<file path="src/rtl/uart_dbuf_pkg.sv">
package uart_dbuf_pkg;

  localparam logic [2:0] A_FMT  = 3'd0;
  localparam logic [2:0] A_CTRL = 3'd1;
  localparam logic [2:0] A_STAT = 3'd2;
  localparam logic [2:0] A_TXB  = 3'd3;
  localparam logic [2:0] A_RXB  = 3'd4;

  localparam int F_TXE = 0;
  localparam int F_RXF = 1;
  localparam int F_OVR = 2;
  localparam int F_PAR = 3;
  localparam int F_FRM = 4;
  localparam int NFLAG = 5;

  typedef enum logic [2:0] {
    L_IDLE, L_START, L_DATA, L_PAR, L_STOP1, L_STOP2
  } line_st_e;

  typedef struct packed {
    logic len7;
    logic par_en;
    logic par_odd;
    logic stop2;
    logic msb;
  } fmt_t;

  function automatic logic [2:0] last_idx(input logic len7);
    return len7 ? 3'd6 : 3'd7;
  endfunction

  function automatic logic pick_bit(input logic [7:0] b, input logic [2:0] idx,
                                    input logic msb);
    return msb ? b[3'd7 - idx] : b[idx];
  endfunction

  function automatic logic [7:0] take_bit(input logic [7:0] sh, input logic v,
                                          input logic msb);
    return msb ? {sh[6:0], v} : {v, sh[7:1]};
  endfunction

  function automatic logic [7:0] finish_rx(input logic [7:0] sh, input logic len7);
    return len7 ? {1'b0, sh[7:1]} : sh;
  endfunction

  function automatic logic par_of(input logic [7:0] d, input logic len7,
                                  input logic odd);
    return (^(len7 ? {1'b0, d[6:0]} : d)) ^ odd;
  endfunction

endpackage

</file>
<file path="src/rtl/uart_tick_div.sv">
module uart_tick_div #(
  parameter int DIV_W = 2
) (
  input  logic             clk,
  input  logic             rst_n,
  input  logic             tick_in,
  input  logic [DIV_W-1:0] sel,
  output logic             tick_out
);
  localparam int CNT_W = (1 << DIV_W) - 1;

  logic [CNT_W-1:0] cnt_q;
  logic [CNT_W-1:0] lim;

  always_comb begin
    for (int i = 0; i < CNT_W; i++) lim[i] = (i < int'(sel));
  end

  assign tick_out = tick_in && (cnt_q >= lim);

  always_ff @(posedge clk or negedge rst_n) begin
    if (!rst_n)        cnt_q <= '0;
    else if (tick_out) cnt_q <= '0;
    else if (tick_in)  cnt_q <= cnt_q + 1'b1;
  end
endmodule

</file>
<file path="src/rtl/uart_tx.sv">
module uart_tx
  import uart_dbuf_pkg::*;
(
  input  logic       clk,
  input  logic       rst_n,
  input  logic       en,
  input  logic       tk,
  input  logic       load,
  input  logic [7:0] ld_data,
  input  fmt_t       fmt,
  output logic       txd,
  output logic       busy
);
  line_st_e   st;
  logic [3:0] cnt;
  logic [2:0] idx;
  logic [7:0] sh;
  fmt_t       cfg;
  logic       line;

  assign txd  = line;
  assign busy = (st != L_IDLE);

  always_ff @(posedge clk or negedge rst_n) begin
    if (!rst_n) begin
      st <= L_IDLE; cnt <= '0; idx <= '0; sh <= '0; cfg <= '0; line <= 1'b1;
    end else if (!en) begin
      st <= L_IDLE; cnt <= '0; line <= 1'b1;
    end else if (st == L_IDLE) begin
      if (load) begin
        sh <= ld_data; cfg <= fmt; st <= L_START; line <= 1'b0;
        cnt <= '0; idx <= '0;
      end
    end else if (tk) begin
      if (cnt != 4'd15) begin
        cnt <= cnt + 4'd1;
      end else begin
        cnt <= '0;
        unique case (st)
          L_START: begin
            st <= L_DATA; line <= pick_bit(sh, 3'd0, cfg.msb);
          end
          L_DATA: begin
            if (idx == last_idx(cfg.len7)) begin
              if (cfg.par_en) begin
                st <= L_PAR; line <= par_of(sh, cfg.len7, cfg.par_odd);
              end else begin
                st <= L_STOP1; line <= 1'b1;
              end
            end else begin
              idx  <= idx + 3'd1;
              line <= pick_bit(sh, idx + 3'd1, cfg.msb);
            end
          end
          L_PAR:   begin st <= L_STOP1; line <= 1'b1; end
          L_STOP1: st <= cfg.stop2 ? L_STOP2 : L_IDLE;
          default: st <= L_IDLE;
        endcase
      end
    end
  end
endmodule

</file>
<file path="src/rtl/uart_rx.sv">
module uart_rx
  import uart_dbuf_pkg::*;
(
  input  logic       clk,
  input  logic       rst_n,
  input  logic       en,
  input  logic       tk,
  input  logic       rxd,
  input  fmt_t       fmt,
  output logic       done,
  output logic [7:0] data,
  output logic       perr,
  output logic       ferr
);
  line_st_e   st;
  logic [3:0] cnt;
  logic [2:0] idx;
  logic [7:0] sh;
  logic       s1, s2, prev, pbit;
  logic       fall, mid, half;

  assign fall = prev && !s2;
  assign mid  = tk && (cnt == 4'd15);
  assign half = tk && (cnt == 4'd7);
  assign done = en && (st == L_STOP1) && mid;
  assign data = finish_rx(sh, fmt.len7);
  assign perr = fmt.par_en && (pbit != par_of(data, fmt.len7, fmt.par_odd));
  assign ferr = !s2;

  always_ff @(posedge clk or negedge rst_n) begin
    if (!rst_n) begin
      s1 <= 1'b1; s2 <= 1'b1; prev <= 1'b1;
    end else begin
      s1 <= rxd; s2 <= s1; prev <= s2;
    end
  end

  always_ff @(posedge clk or negedge rst_n) begin
    if (!rst_n) begin
      st <= L_IDLE; cnt <= '0; idx <= '0; sh <= '0; pbit <= 1'b0;
    end else if (!en) begin
      st <= L_IDLE; cnt <= '0;
    end else begin
      unique case (st)
        L_IDLE: if (fall) begin st <= L_START; cnt <= '0; end
        L_START: begin
          if (half) begin
            cnt <= '0; idx <= '0;
            st  <= s2 ? L_IDLE : L_DATA;
          end else if (tk) cnt <= cnt + 4'd1;
        end
        L_DATA: begin
          if (mid) begin
            cnt <= '0;
            sh  <= take_bit(sh, s2, fmt.msb);
            if (idx == last_idx(fmt.len7)) st <= fmt.par_en ? L_PAR : L_STOP1;
            else idx <= idx + 3'd1;
          end else if (tk) cnt <= cnt + 4'd1;
        end
        L_PAR: begin
          if (mid) begin cnt <= '0; pbit <= s2; st <= L_STOP1; end
          else if (tk) cnt <= cnt + 4'd1;
        end
        L_STOP1: begin
          if (mid) begin cnt <= '0; st <= L_IDLE; end
          else if (tk) cnt <= cnt + 4'd1;
        end
        default: st <= L_IDLE;
      endcase
    end
  end
endmodule

</file>
<file path="src/rtl/uart_dbuf.sv">
module uart_dbuf
  import uart_dbuf_pkg::*;
#(
  parameter int DIV_W = 2
) (
  input  logic       clk,
  input  logic       rst_n,
  input  logic       baud_tick,
  input  logic       bus_sel,
  input  logic       bus_wr,
  input  logic [2:0] bus_addr,
  input  logic [7:0] bus_wdata,
  output logic [7:0] bus_rdata,
  input  logic       rxd,
  output logic       txd,
  output logic       irq_tx,
  output logic       irq_rx,
  output logic       irq_err
);
  localparam int FMT_W = 4 + DIV_W;

  logic [FMT_W-1:0] fmt_q;
  logic [4:0]       ctrl_q;
  logic [NFLAG-1:0] flg_q, arm_q, clr;
  logic [7:0]       tdr_q, rdr_q;

  logic tx_en, rx_en, tk, tx_load, tx_busy;
  logic rx_done, rx_perr, rx_ferr, rx_accept, ovr_now;
  logic rd_stat, wr_stat;
  logic [7:0] rx_data;
  fmt_t fmt;

  assign tx_en   = ctrl_q[0];
  assign rx_en   = ctrl_q[1];
  assign fmt     = '{len7: fmt_q[0], par_en: fmt_q[1], par_odd: fmt_q[2],
                     stop2: fmt_q[3], msb: ctrl_q[4] && !fmt_q[0]};
  assign rd_stat = bus_sel && !bus_wr && (bus_addr == A_STAT);
  assign wr_stat = bus_sel &&  bus_wr && (bus_addr == A_STAT);
  assign clr     = wr_stat ? (arm_q & ~bus_wdata[NFLAG-1:0]) : '0;
  assign tx_load = tx_en && !flg_q[F_TXE] && !tx_busy;
  assign ovr_now = rx_done && flg_q[F_RXF] && !clr[F_RXF];
  assign rx_accept = rx_done && !ovr_now;

  uart_tick_div #(.DIV_W(DIV_W)) u_div (
    .clk(clk), .rst_n(rst_n), .tick_in(baud_tick),
    .sel(fmt_q[FMT_W-1:4]), .tick_out(tk));

  uart_tx u_tx (
    .clk(clk), .rst_n(rst_n), .en(tx_en), .tk(tk), .load(tx_load),
    .ld_data(tdr_q), .fmt(fmt), .txd(txd), .busy(tx_busy));

  uart_rx u_rx (
    .clk(clk), .rst_n(rst_n), .en(rx_en), .tk(tk), .rxd(rxd), .fmt(fmt),
    .done(rx_done), .data(rx_data), .perr(rx_perr), .ferr(rx_ferr));

  always_ff @(posedge clk or negedge rst_n) begin
    if (!rst_n) begin
      fmt_q <= '0; ctrl_q <= '0; tdr_q <= '0;
    end else if (bus_sel && bus_wr) begin
      if (bus_addr == A_FMT)  fmt_q  <= bus_wdata[FMT_W-1:0];
      if (bus_addr == A_CTRL) ctrl_q <= bus_wdata[4:0];
      if (bus_addr == A_TXB)  tdr_q  <= bus_wdata;
    end
  end

  always_ff @(posedge clk or negedge rst_n) begin
    if (!rst_n)       arm_q <= '0;
    else if (rd_stat) arm_q <= flg_q;
    else if (wr_stat) arm_q <= '0;
  end

  always_ff @(posedge clk or negedge rst_n) begin
    if (!rst_n) begin
      flg_q <= NFLAG'(1) << F_TXE;
      rdr_q <= '0;
    end else begin
      if (tx_load)          flg_q[F_TXE] <= 1'b1;
      else if (clr[F_TXE])  flg_q[F_TXE] <= 1'b0;
      if (rx_done)          flg_q[F_RXF] <= 1'b1;
      else if (clr[F_RXF])  flg_q[F_RXF] <= 1'b0;
      if (ovr_now)          flg_q[F_OVR] <= 1'b1;
      else if (clr[F_OVR])  flg_q[F_OVR] <= 1'b0;
      if (rx_done && rx_perr) flg_q[F_PAR] <= 1'b1;
      else if (clr[F_PAR])    flg_q[F_PAR] <= 1'b0;
      if (rx_done && rx_ferr) flg_q[F_FRM] <= 1'b1;
      else if (clr[F_FRM])    flg_q[F_FRM] <= 1'b0;
      if (rx_accept) rdr_q <= rx_data;
    end
  end

  always_comb begin
    unique case (bus_addr)
      A_FMT:   bus_rdata = 8'(fmt_q);
      A_CTRL:  bus_rdata = {3'b000, ctrl_q};
      A_STAT:  bus_rdata = 8'(flg_q);
      A_TXB:   bus_rdata = tdr_q;
      A_RXB:   bus_rdata = rdr_q;
      default: bus_rdata = 8'h00;
    endcase
  end

  assign irq_tx  = flg_q[F_TXE] && ctrl_q[2];
  assign irq_rx  = flg_q[F_RXF] && ctrl_q[3];
  assign irq_err = (flg_q[F_OVR] || flg_q[F_PAR] || flg_q[F_FRM]) && ctrl_q[3];
endmodule

</file>
<file path="config.mk">
export PLATFORM = sky130hd
export DESIGN_NAME = uart_dbuf
export DESIGN_NICKNAME = d
export VERILOG_FILES = /design/src/rtl/uart_dbuf_pkg.sv /design/src/rtl/uart_tick_div.sv /design/src/rtl/uart_tx.sv /design/src/rtl/uart_rx.sv /design/src/rtl/uart_dbuf.sv
export SDC_FILE = /design/constraint.sdc
export NUM_CORES = 1
export LEC_CHECK = 0
export ABC_AREA = 1
export BUFFER_PORTS_ARGS = -buffer_cell sky130_fd_sc_hd__buf_2
export CORE_UTILIZATION = 55
export CTS_CLUSTER_DIAMETER = 150
export CTS_CLUSTER_SIZE = 24
export DETAILED_ROUTE_END_ITERATION = 16
export PLACE_DENSITY = 0.87
export SYNTH_ARGS = -nofsm -noshare
export SYNTH_HDL_FRONTEND = slang
export SYNTH_HIERARCHICAL = 1
export SYNTH_SLANG_ARGS = --single-unit
</file>
<file path="constraint.sdc">
create_clock -name clk -period 2.2 [get_ports clk]
set_input_delay 0.44 -clock clk [delete_from_list [all_inputs] [get_ports clk]]
set_output_delay 0.44 -clock clk [all_outputs]
set_load 0.005 [all_outputs]
</file>
======== Yosys cells after proc, flatten, opt, wreduce, memory -nomap -nowiden ========
Index checks and enable logic that the tools add are counted.
word-level totals
  register bits after elaboration ......... 86
  input port bits ......................... 17
  output and inout bits ................... 12
cells by class
  multiplexer cells ....................... 76
  bitwise gates (word level) .............. 4
  magnitude comparators ................... 6
  add/sub/neg operators ................... 6
  reduce and logical (&&, ||, !) cells .... 61
  eq/ne operators ......................... 36
operators by type and width
  operator                                                                       number
  3-bit two-way mux                                                              27
  4-bit two-way mux                                                              10
  8-bit one-hot mux with 5 select lines                                          1
  8-bit two-way mux                                                              4
  1-bit two-way mux                                                              23
  1-bit logical AND                                                              22
  3-bit by 2-bit inequality test with 1-bit output (second input constant)       7
  2-bit nonzero test                                                             10
  3-bit by 2-bit equality test with 1-bit output (second input constant)         6
  8-bit parity                                                                   2
  5-bit two-way mux                                                              3
  3-bit one-hot mux with 5 select lines                                          1
  3-bit one-hot mux with 4 select lines                                          1
  4-bit one-hot mux with 3 select lines                                          1
  6-bit AND reduction                                                            2
  2-bit AND reduction                                                            5
  3-bit by 1-bit adder with 3-bit output (second input constant)                 3
  3-bit by 1-bit equality test with 1-bit output (second input constant)         3
  3-bit equality test (second input constant)                                    3
  3-bit zero test                                                                3
  3-bit AND reduction                                                            3
  4-bit by 1-bit adder with 4-bit output (second input constant)                 2
  3-bit by 4-bit less-than comparator with 1-bit output (second input constant)  2
  2-bit by 1-bit inequality test with 1-bit output (second input constant)       4
  other kinds (27)                                                               41

======== Logic depth before layout (Yosys ltp) ========
Gate-level depths: netlist of the first run.
  depth after elaboration ................. 11
  depth in mapped cells ................... 17
  gate-level depth less buffers ........... 17

======== Hierarchy ========
The synthesis of the first run kept the hierarchy.
modules (own cells, without submodules)
  module         cells an instance  area each (µm²)  instances
  uart_dbuf      220                1760.4           1
  uart_tx        210                1480.2           1
  uart_rx        214                1465.2           1
  uart_tick_div  30                 241.5            1

======== Worst setup path before layout of the first run ========
Ideal clock, no wire load.
  kind .................................... register -> register
  start ................................... register fmt_q[5]
  end ..................................... register rdr_q[1]
  path buffers ............................ 1
  slack ................................... -0.200 ns
  stages on the path, launching flop included .. 16
  period minus slack after synthesis ...... 2.400 ns
  library setup time ...................... 0.065 ns
  data arrival time ....................... 2.335 ns
  data required time ...................... 2.135 ns
  cell sequence ........................... dfrtp_1 -> or2_2 -> ha_1 -> inv_1 -> nand2_4 -> nand2_2 -> nand2_1 -> nand2_1 -> inv_1 -> nand2_1 -> nor2_1 -> nand2_2 -> nor3_1 -> buf_2 -> nand3_1 -> nand2_1
on the way
  word-level cells in the longest chain between the ends .. 9
  elaborated cells between the ends (all ways) .. 11
  classes of those cells .................. order compare: 4; reduce/logical: 7
ends and longest elaborated chain
  what                                                                                                        RTL line             RTL
  start, declared                                                                                             uart_dbuf.sv:22      logic [FMT_W-1:0] fmt_q;
  start signal, assigned                                                                                      uart_dbuf.sv:60      if (bus_addr == A_FMT) fmt_q <= bus_wdata[FMT_W-1:0];
  1-bit by 2-bit less-than comparator with 1-bit output / 2-bit less-than comparator (equally long branches)  uart_tick_div.sv:16  for (int i = 0; i < CNT_W; i++) lim[i] = (i < int'(sel));
  3-bit >= comparator (*)                                                                                     uart_tick_div.sv:19  assign tick_out = tick_in && (cnt_q >= lim);
  1-bit logical AND (*)                                                                                       uart_tick_div.sv:19
  net tk                                                                                                      uart_dbuf.sv:27      logic tx_en, rx_en, tk, tx_load, tx_busy;
  1-bit logical AND (*)                                                                                       uart_rx.sv:23        assign mid = tk && (cnt == 4'd15);
  1-bit logical AND (*)                                                                                       uart_rx.sv:25        assign done = en && (st == L_STOP1) && mid;
  net rx_done                                                                                                 uart_dbuf.sv:28      logic rx_done, rx_perr, rx_ferr, rx_accept, ovr_now;
  1-bit logical AND (2 in a row)                                                                              uart_dbuf.sv:41      assign ovr_now = rx_done && flg_q[F_RXF] && !clr[F_RXF];
  1-bit zero test                                                                                             uart_dbuf.sv:42      assign rx_accept = rx_done && !ovr_now;
  1-bit logical AND (*)                                                                                       uart_dbuf.sv:42
  end signal, assigned                                                                                        uart_dbuf.sv:87      if (rx_accept) rdr_q <= rx_data;
  end, declared                                                                                               uart_dbuf.sv:25      logic [7:0] tdr_q, rdr_q;
The timed path passes the listed nets; every way through them passes the cells marked *.
A chain may end at the register's enable or synchronous reset.

======== Worst setup path in the final report of the first run ========
  start ................................... register fmt_q[5]
  end ..................................... register u_rx.idx[1]
on the way
  word-level cells in the longest chain between the ends .. 6
  elaborated cells between the ends (all ways) .. 10
  classes of those cells .................. order compare: 4; eq/ne: 2; reduce/logical: 4
ends and longest elaborated chain
  what                                                                                                        RTL line                      RTL
  1-bit by 2-bit less-than comparator with 1-bit output / 2-bit less-than comparator (equally long branches)  uart_tick_div.sv:16
  3-bit >= comparator (*)                                                                                     uart_tick_div.sv:19
  1-bit logical AND (*)                                                                                       uart_tick_div.sv:19
  net tk                                                                                                      uart_dbuf.sv:27
  1-bit logical AND, on equally long branches                                                                 uart_rx.sv:23, uart_rx.sv:24
  2-bit by 1-bit inequality test with 1-bit output (no source line)                                           --
  5-bit AND reduction (no source line) (*)                                                                    --
  end signal, assigned                                                                                        uart_rx.sv:57                 else idx <= idx + 3'd1;
  end, declared                                                                                               uart_rx.sv:17                 logic [2:0] idx;
Marks and branches as above.

==> results.ini, run 1 <==
[synth]
seq_area_frac_synth_pct = 43.6
syn_area_mm2 = 0.00495
async_reset_ff_share_pct = 100
avgSynthCellArea_um2 = 7.34
synth-seq-cells = 86
syn_nets = 699
synth_edf_count = 0
ys.flop_type = dfrtp_1
yosys.cell_types.count = 43
synth_warnings = 6
syn_inst = 674

[sta]
fin_ws_ns = -0.0214
slew_headroom_pct = 68.6
timing.hold.ws_ns = 0.171
skew_ns = 0.00950
final.min_clock_period_ns = 2.22
drv_slew = 0
rsz0062_at_grt = yes
max_clock_freq_mhz = 450
worstMarginPinSlew_ns = 0.467
finalSetupViolCount = 3
min_period_over_period_pct = 101
hold_viol_final = 0

[routing]
first_iter_violations = 288
avgRoutedWirePerCell_um = 14.1
drt_first_pass_iters = 5
antenna_left = 0
viasPerCell = 5.46
drc = 0
vias = 4513
routed_wl_mm = 11.7

[clock_tree]
clkTransAtPathRegs_ns = 0.08
cts_made_buffers = 9
cts_tree = built
clock_latency_ns = 0.37
cts.path.max_buffers = 2
htree_levels = 3
clock-sinks = 86
cts_root_buf = clkbuf_8
post-cts-setup-buffers = 0

[worst_setup_path]
worst_setup_path_start_kind = flip-flop
crit_path_end_kind = flip-flop
required_ns = 2.46
cpPeakStageDelay_ns = 0.38
crit_type = reg2reg
path_delay_family = simple AND/OR/NAND/NOR gates
path_cells = or2_4, ha_4, inv_2, nand2_4, nand2_4, nand2_2, nand2_2, inv_2, nand2_2, nor2_4, nand2_4, inv_2, a21oi_2, nor3_2, inv_1, nand2_1, nand2_1
path_buf_inv = 4
slowest_stage = dfrtp_1
worstPathMaxFanout = 6
cp.arrival_ns = 2.48

[cells_and_area]
fillCellCount = 708
drive_above_1_share_pct = 17.5
syn_to_final_growth_pct = 13.3
stdcell_count = 826
diodes = 0
final_area_mm2 = 0.00560
final_nets = 738

[power]
leakagePower_nw = 2.86
pwr-share-seq_pct = 41.8
combinationalPowerShare_pct = 34.2
pwr-share-clk_pct = 24.0
p_int_mw = 3.14
pwr_density_cell_mw_per_mm2 = 907
p_sw_mw = 1.94
swShare_pct = 38.2
finalPower_mw = 5.08
ir_drop_v = 0.000519

[die]
fp.dieH_um = 96.8
io_pins = 29
fp-row-count = 34
die-width_um = 96.8
initial_core_util_pct = 56.7
core-area_mm2 = 0.00872
dieArea_mm2 = 0.00938

[placed_design]
routabilityCongestion = 0.969
dp_hpwl_mm = 8.49
pre_cts_ws_ns = -0.0921
port_buffers = 28
placed_cells = 809
placed_cell_area_mm2 = 0.00528

[global_route]
met1_usage_pct = 29.2
antenna_found_initial = 0
met2_usage_pct = 47.6
grt_util_all_layers_pct = 26.5
overflow = 0
grt_pass1_wl_mm = 20.1
grt_pass1_vias = 4514
grt_max_degree = 62
grt.busiest_layer = met2
met3_usage_pct = 4.99

[status]
outcome = complete, but fails checks
violations = negative setup slack

[job]
max_cap_violations = 0

[hold_path]
hold_class = in2reg

## metrics by stage
stage                     setup TNS (ns)  util, %
after floorplan                        0        -
after global placement                 0     60.5
after detailed placement          -0.638     60.5
after CTS                              0     63.7
after global routing               -2.93     64.2
final                            -0.0421     64.2
## power groups by stage
stage	registers (mW)	clock network (mW)	logic [mW]
2_1_floorplan	2.06	0	1.23
3_3_place_gp	2.12	0	1.55
3_5_place_dp	2.14	0	1.62
4_1_cts	2.12	1.23	1.69
5_1_grt	2.16	1.29	1.98
6_report	2.13	1.22	1.74
## layout by cell type, fill, tap and decap left out, drive strengths merged, types with 2 or more instances in the layout
master and instances:
clkbuf 10, nor3 9, a21oi 15, nand2 248
dfrtp 81, o211ai 11, bufinv 2, xor2 2
inv 94, nand4 7, nor2 28, clkinvlp 3
nor3b 2, dfstp 5, nand3 64, ha 8
o31ai 3, a22o 2, xnor2 3, o21ai 70
buf 42
## cells by family after synthesis
kind of cell             count (synthesis)  synth area share [%]
AND/OR/NAND/NOR                        362                  32.3
flip-flops                              86                  43.6
adder cells (fa/ha/maj)                  8                  2.02
AO/OA/AOI/OAI                          104                  12.1
buffers and inverters                  109                  9.08
XOR/XNOR                                 5                 0.885
## final timing paths
path                                           start                 endpoint  slack (ns)  depth (start not counted)
worst min-delay path                             rxd        u_rx/s1$_DFF_PN1_        0.17                          1
worst max register to register  fmt_q[5]$_DFFE_PN0P_  u_rx/idx[1]$_DFFE_PN0P_       -0.02                         17
min in group asynchronous                      rst_n   u_tx/sh[5]$_DFFE_PN0P_        0.52                          2
worst max-delay path            fmt_q[5]$_DFFE_PN0P_  u_rx/idx[1]$_DFFE_PN0P_       -0.02                         17
max in group asynchronous                      rst_n      u_rx/prev$_DFF_PN1_        0.99                          3
worst min register to register     u_rx/s1$_DFF_PN1_        u_rx/s2$_DFF_PN1_        0.36                          0
## layout make-up
cell class	count	area, um2	share of cell area, %
Multi-Input combinational cell	479	2450	43.8
Sequential cell	86	2160	38.5
Inverter	94	353	6.30
Timing Repair Buffer	43	287	5.11
Tap cell	108	135	2.41
Clock buffer	10	128	2.28
Clock inverter	6	87.6	1.56
## cells in the mapped netlist (4+ instances only)
master	number	area share, %
buf_2	8	0.81
o211ai_1	11	1.7
nor3_1	7	0.71
a21oi_1	13	1.3
nand2_1	238	18
dfstp_2	5	2.7
o21ai_1	15	1.5
nor2_1	20	1.5
dfrtp_1	81	41
o21ai_0	53	5.4
nand4_1	7	0.89
nand2_2	8	1.0
inv_2	12	0.91
inv_1	82	6.2
ha_1	8	2.0
nor2_4	4	0.91
nand3_1	61	6.2
nor2_2	4	0.51
## flip-flops by register name, summed over array words and instances (netlist names), 3 cells and up
signal and cells:
u_tx/sh 8, ctrl_q 5, u_tx/cnt 4, flg_q 5
u_rx/idx 3, u_tx/cfg 5, u_rx/cnt 4, rdr_q 8
tdr_q 8, u_tx/idx 3, fmt_q 6, u_tx/st 3
u_rx/st 3, arm_q 5, u_div/cnt_q 3, u_rx/sh 8
## layer usage
layer / routed length (um) / part of all wire, % / vias up
met5: 0 / 0 / -
met2: 6120 / 52 / 109
met4: 478 / 4.1 / 0
li1: - / - / 2237
met3: 443 / 3.8 / 46
met1: 4640 / 40 / 2121
## repair_timing
action | CTS | global route
gates cloned | 0 | 0
endpoints found under the hold margin | 24 | 0
resized for setup | 11 | 18
pin swaps | 8 | 12
hold buffers | 1 | 0
setup endpoints to repair | 24 | 38
No activity file was read; power rests on OpenSTA's default activity.
==> run 2: changes to the inputs <==
--- a/config.mk
+++ b/config.mk
@@ -7,11 +7,11 @@
 export LEC_CHECK = 0
 export ABC_AREA = 1
 export BUFFER_PORTS_ARGS = -buffer_cell sky130_fd_sc_hd__buf_2
-export CORE_UTILIZATION = 55
+export CORE_UTILIZATION = 45
 export CTS_CLUSTER_DIAMETER = 150
 export CTS_CLUSTER_SIZE = 24
 export DETAILED_ROUTE_END_ITERATION = 16
-export PLACE_DENSITY = 0.87
+export PLACE_DENSITY = 0.73
 export SYNTH_ARGS = -nofsm -noshare
 export SYNTH_HDL_FRONTEND = slang
 export SYNTH_HIERARCHICAL = 1
==> constraint.sdc (replaced) <==
create_clock -name clk -period 2.8 [get_ports clk]
set_input_delay 0.56 -clock clk [delete_from_list [all_inputs] [get_ports clk]]
set_output_delay 0.56 -clock clk [all_outputs]
set_load 0.005 [all_outputs]
==> run 2 against run 1 <==
Net effect:
- the run now ends clean
- power decreased by 26%
- combinational power decreased by 31%
- largest cell class unchanged
- die area increased by 22%
- sequential share of layout area increased by 1.1 points
- critical path depth decreased by 1
- via count decreased by 4.5%
- setup slack improved by 0.26 ns
- global-route usage decreased by 5.5 points
- critical path type unchanged
- first-iteration DRC count decreased by 39%
==> results.ini, run 2 (synthesized netlist as in run 1, its figures left out) <==
[power]
pwr_density_cell_mw_per_mm2 = 693
combinationalPowerShare_pct = 31.9
p_sw_mw = 1.42
pwr-share-seq_pct = 44.5
leakagePower_nw = 2.80
p_int_mw = 2.35
ir_drop_v = 0.000445
pwr-share-clk_pct = 23.6
swShare_pct = 37.6

[worst_setup_path]
crit_path_end_kind = flip-flop
r2r_start = fmt_q[5]$_DFFE_PN0P_
cp.arrival_ns = 2.81
crit_type = reg2reg
rr_endpoint = rdr_q[1]$_DFFE_PN0P_
required_ns = 3.05
worst_setup_path_start_kind = flip-flop
rr_worst_depth = 16
worstPathMaxFanout = 12
reg2reg_slack_ns = 0.24

[sta]
slew_headroom_pct = 63.4
final.min_clock_period_ns = 2.56
fin_ws_ns = 0.241
worstMarginPinSlew_ns = 0.549
hold_viol_final = 0
min_period_over_period_pct = 91.4
max_clock_freq_mhz = 391
finalSetupViolCount = 0
fin_setup_tns_ns = 0
rsz0062_at_grt = no
drv_slew = 0
skew_ns = 0.0105

[cells_and_area]
diodes = 0
layout_common_cells = nand2_1, inv_1, dfrtp_1
syn_to_final_growth_pct = 9.99
final_nets = 730
fillCellCount = 992
stdcell_count = 846
final_area_mm2 = 0.00544
final_common_cell = nand2_1
drive_above_1_share_pct = 13.5
final_util_pct = 51.8

[routing]
avgRoutedWirePerCell_um = 13.0
viasPerCell = 5.09
vias = 4308
drt_first_pass_iters = 5
drc = 0
routed_wl_mm = 11.0
antenna_left = 0
first_iter_violations = 175

[clock_tree]
cts-resized-gates = 0
cts.path.max_buffers = 2
clkTransAtPathRegs_ns = 0.08
hold_buffers = 0
cts_tree = built
clock_latency_ns = 0.36
cts_root_buf = clkbuf_8
clock-sinks = 86
cts_made_buffers = 9
htree_levels = 3
post-cts-setup-buffers = 0

[die]
dieArea_mm2 = 0.0114
fp.dieH_um = 107
fp-row-count = 37
core-area_mm2 = 0.0105
initial_core_util_pct = 47.1
die-width_um = 107
io_pins = 29

[job]
max_cap_violations = 0

[placed_design]
pre_cts_ws_ns = 0.264
port_buffers = 28
dp_hpwl_mm = 8.43
placed_cells = 830
routabilityCongestion = 0.930
placed_cell_area_mm2 = 0.00524

[global_route]
antenna_found_initial = 0
grt_max_degree = 47
grt_util_all_layers_pct = 21.0
grt_pass1_wl_mm = 18.9
overflow = 0
grt_pass1_vias = 4230

[hold_path]
hold_class = in2async

[status]
outcome = finished, final reports clean

-- run 2: cell count changes in the layout (fill, tap and decap cells not counted), sizes merged --
cell         previous run  this run
buf                    42        35
clkinvlp                3         0
clkbuf                 10        12
clkinv                  1         3
bufinv                  2         1
dlygate4sd3             1         0
-- run 2: power by group through the flow --
stage	sequential, mW	combinational [mW]	clock [mW]
6_report	1.68	1.20	0.890
5_1_grt	1.71	1.39	0.962
4_1_cts	1.68	1.21	0.917
3_5_place_dp	1.70	1.20	0
3_3_place_gp	1.69	1.16	0
2_1_floorplan	1.62	0.955	0
-- run 2: critical path, cell delays in order, from the launching register on --
cell,delay (ns)
dfrtp_1,0.41
or2_2,0.31
ha_1,0.28
inv_1,0.06
nand2_4,0.05
nand2_2,0.06
nand2_1,0.05
nand2_1,0.05
inv_1,0.09
nand2_1,0.07
nor2_1,0.15
nand2_2,0.13
nor3_1,0.30
buf_12,0.17
nand2_2,0.10
nand2_1,0.09
nand2_1,0.05
-- run 2: final cells by class --
| cell class | count | area [um2] | area share (%) |
|---|---|---|---|
| clock buffer | 12 | 155 | 2.85 |
| clock inverter | 4 | 45.0 | 0.828 |
| inverter | 94 | 353 | 6.48 |
| multi-input combinational | 479 | 2340 | 43.0 |
| sequential | 86 | 2160 | 39.7 |
| tap | 136 | 170 | 3.13 |
| timing repair buffer | 35 | 220 | 4.05 |
-- run 2: how the worst max path moves through the flow --
stage / slack [ns] / startpoint / end / cells after the start
after floorplan: 0.40 / fmt_q[5]$_DFFE_PN0P_ / rdr_q[1]$_DFFE_PN0P_ / 15
after global routing: 0.009 / fmt_q[5]$_DFFE_PN0P_ / rdr_q[5]$_DFFE_PN0P_ / 16
after global placement: 0.33 / fmt_q[5]$_DFFE_PN0P_ / rdr_q[0]$_DFFE_PN0P_ / 16
final: 0.24 / fmt_q[5]$_DFFE_PN0P_ / rdr_q[1]$_DFFE_PN0P_ / 16
after detailed placement: 0.26 / fmt_q[5]$_DFFE_PN0P_ / rdr_q[0]$_DFFE_PN0P_ / 16
after CTS: 0.25 / fmt_q[5]$_DFFE_PN0P_ / u_rx/idx[2]$_DFFE_PN0P_ / 17
-- run 2: routing by layer --
metal	share of wire, %	GRT usage, %	up-vias	routed length, um
met5	0	0	-	0
met4	3.1	10.7	0	346
met3	2.2	3.59	25	248
met2	51	37.7	53	5650
met1	43	23.9	2006	4780
li1	-	-	2224	-
-- run 2: through the flow --
step                total power, mW  hold WS [ns]
floorplan                      2.58         0.264
global placement               2.85         0.346
detailed placement             2.90         0.348
CTS                            3.80         0.194
global route                   4.07         0.215
finish                         3.77         0.181
==> run 3: changes to the inputs <==
--- a/config.mk
+++ b/config.mk
@@ -14,5 +14,4 @@
 export PLACE_DENSITY = 0.73
 export SYNTH_ARGS = -nofsm -noshare
 export SYNTH_HDL_FRONTEND = slang
-export SYNTH_HIERARCHICAL = 1
 export SYNTH_SLANG_ARGS = --single-unit
==> constraint.sdc (replaced) <==
create_clock -name clk -period 2.7 [get_ports clk]
set_input_delay 0.54 -clock clk [delete_from_list [all_inputs] [get_ports clk]]
set_output_delay 0.54 -clock clk [all_outputs]
set_load 0.005 [all_outputs]
==> run 3 against run 2 <==
Net effect:
- critical path depth is 8 lower
- sequential share of layout area up 1.7 points
- setup slack worse by 0.060 ns
- critical endpoint is now bus_rdata[0]
- largest power group unchanged
==> results.ini, run 3 <==
[global_route]
grt_pass1_wl_mm = 19.1
grt_pass1_vias = 4201
overflow = 0
grt_max_degree = 45
grt_util_all_layers_pct = 21.8
antenna_found_initial = 0

[die]
dieArea_mm2 = 0.0110
fp-row-count = 37
core-area_mm2 = 0.0103
fp.dieH_um = 105
die-width_um = 105
io_pins = 29
initial_core_util_pct = 46.3

[cells_and_area]
final_common_cell = nand2_1
syn_to_final_growth_pct = 9.70
seqCellArea_mm2 = 0.00216
multi_input_area_mm2 = 0.00221
drive_above_1_share_pct = 10.7
final_nets = 684
fillCellCount = 1021
diodes = 0
layout_common_cells = nand2_1, inv_1, dfrtp_1
final_area_mm2 = 0.00522
stdcell_count = 800

[worst_setup_path]
path_cells = buf_2, inv_1, nor3_1, inv_1, o21ai_0, a221oi_1, o21ai_0, buf_2
cpPeakStageDelay_ns = 0.40
worst_setup_path_start_kind = input port
crit_type = in2out
worstPathMaxFanout = 7
crit_path_end_kind = output pin
required_ns = 2.16
rr_worst_depth = 12
worst-path-stages = 8
r2r_start = fmt_q[5]$_DFFE_PN0P_
path_buf_inv = 4
cp.arrival_ns = 1.98
startpoint = bus_addr[0]
path_delay_family = buffers and inverters
slowest_stage = nor3_1

[synth]
syn_inst = 627
seq_area_frac_synth_pct = 45.3
ys_top_cells_by_count = nand2_1, inv_1, dfrtp_1, o21ai_0, nand3_1
syn_nets = 652
avgSynthCellArea_um2 = 7.59
yosysTopAreaCellShare_pct = 42.6
synth.area.top_cells = dfrtp_1, nand2_1, o21ai_0, inv_1, nand3_1
synth-seq-cells = 86
syn_area_mm2 = 0.00476
async_reset_ff_share_pct = 100
yosys.area.top_type = dfrtp_1
yosysMostFrequentCell = nand2_1
ys.flop_type = dfrtp_1
synth_edf_count = 0
yosys.cell_types.count = 40
synth_warnings = 0

[power]
ir_drop_v = 0.000368
leakagePower_nw = 2.60
pwr_density_cell_mw_per_mm2 = 792
finalPower_mw = 4.13

[routing]
viasPerCell = 5.35
vias = 4281
antenna_left = 0
drt_first_pass_iters = 4
routed_wl_mm = 10.9
avgRoutedWirePerCell_um = 13.7
drc = 0
first_iter_violations = 213

[sta]
max_clock_freq_mhz = 397
fin_setup_tns_ns = 0
skew_ns = 0.00846
finalSetupViolCount = 0
worstMarginPinSlew_ns = 0.606
drv_slew = 0
min_period_over_period_pct = 93.3
fin_ws_ns = 0.181
slew_headroom_pct = 59.6
rsz0062_at_grt = no
final.min_clock_period_ns = 2.52
hold_viol_final = 0

[clock_tree]
clkTransAtPathRegs_ns = 0.08
cts_made_buffers = 9
htree_levels = 3
cts_tree = built
cts-resized-gates = 0
clock-sinks = 86
cts.path.max_buffers = 2
cts_root_buf = clkbuf_8
clock_latency_ns = 0.36
hold_buffers = 0
post-cts-setup-buffers = 0

[status]
outcome = finished, final reports clean

[placed_design]
port_buffers = 28
placed_cell_area_mm2 = 0.00506
routabilityCongestion = 0.933
dp_hpwl_mm = 8.37
pre_cts_ws_ns = 0.219
placed_cells = 784

[job]
max_cap_violations = 0

[hold_path]
hold_class = in2async

-- run 3: cell count changes after synthesis, sizes merged, moves of 5 or more --
cell / change
nand2: -52
buf: -10
o22ai: +6
clkbuf: +5
o21ai: +11
nand3: -11
-- run 3: where the power goes --
group | switching (mW) | leakage, nW | total [mW] | internal, mW
Sequential | 0.294 | 1.08 | 1.85 | 1.56
Combinational | 0.958 | 1.43 | 1.49 | 0.535
Clock | 0.432 | 0.0844 | 0.790 | 0.359
-- run 3: worst paths after layout --
kind | end | slack (ns)
max | bus_rdata[0] | 0.18
min reg2reg | u_rx.s2$_DFF_PN1_ | 0.36
max reg2reg | u_rx.idx[1]$_DFFE_PN0P_ | 0.44
min | u_tx.idx[1]$_DFFE_PN0P_ | 0.18
max in group asynchronous | arm_q[1]$_DFFE_PN0P_ | 1.90
min in group clk | u_rx.s1$_DFF_PN1_ | 0.27
-- run 3: final cells by class --
class / instances / share of cell area [%]
clock buffer: 14 / 2.92
clock inverter: 2 / 0.192
inverter: 91 / 6.54
multi-input combinational: 440 / 42.3
sequential: 86 / 41.3
tap: 136 / 3.26
timing repair buffer: 31 / 3.40
-- run 3: per-stage QoR --
stage	hold WS, ns	util [%]
after floorplan	0.244	-
after global placement	0.347	49.2
after detailed placement	0.348	49.2
after CTS	0.195	50.8
after global routing	0.224	50.8
final	0.176	50.8
-- run 3: layer usage --
metal | global-route usage, % | vias to the layer above | wire [um]
met5 | 0 | - | 0
met4 | 9.66 | 0 | 312
met3 | 3.62 | 27 | 369
met2 | 39.1 | 91 | 5560
met1 | 25.5 | 2047 | 4690
li1 | - | 2116 | -
-- run 3: kinds of logic (layout without fill, tap and decap cells) --
kind of cell	count (synthesis)	after routing	synth area share (%)
multiplexers	1	1	0.237
AND/OR/NAND/NOR	297	297	26.9
adder cells (fa/ha/maj)	8	8	2.10
flip-flops	86	86	45.3
AO/OA/AOI/OAI	126	126	15.8
XOR/XNOR	8	8	1.47
buffers and inverters	101	138	8.20
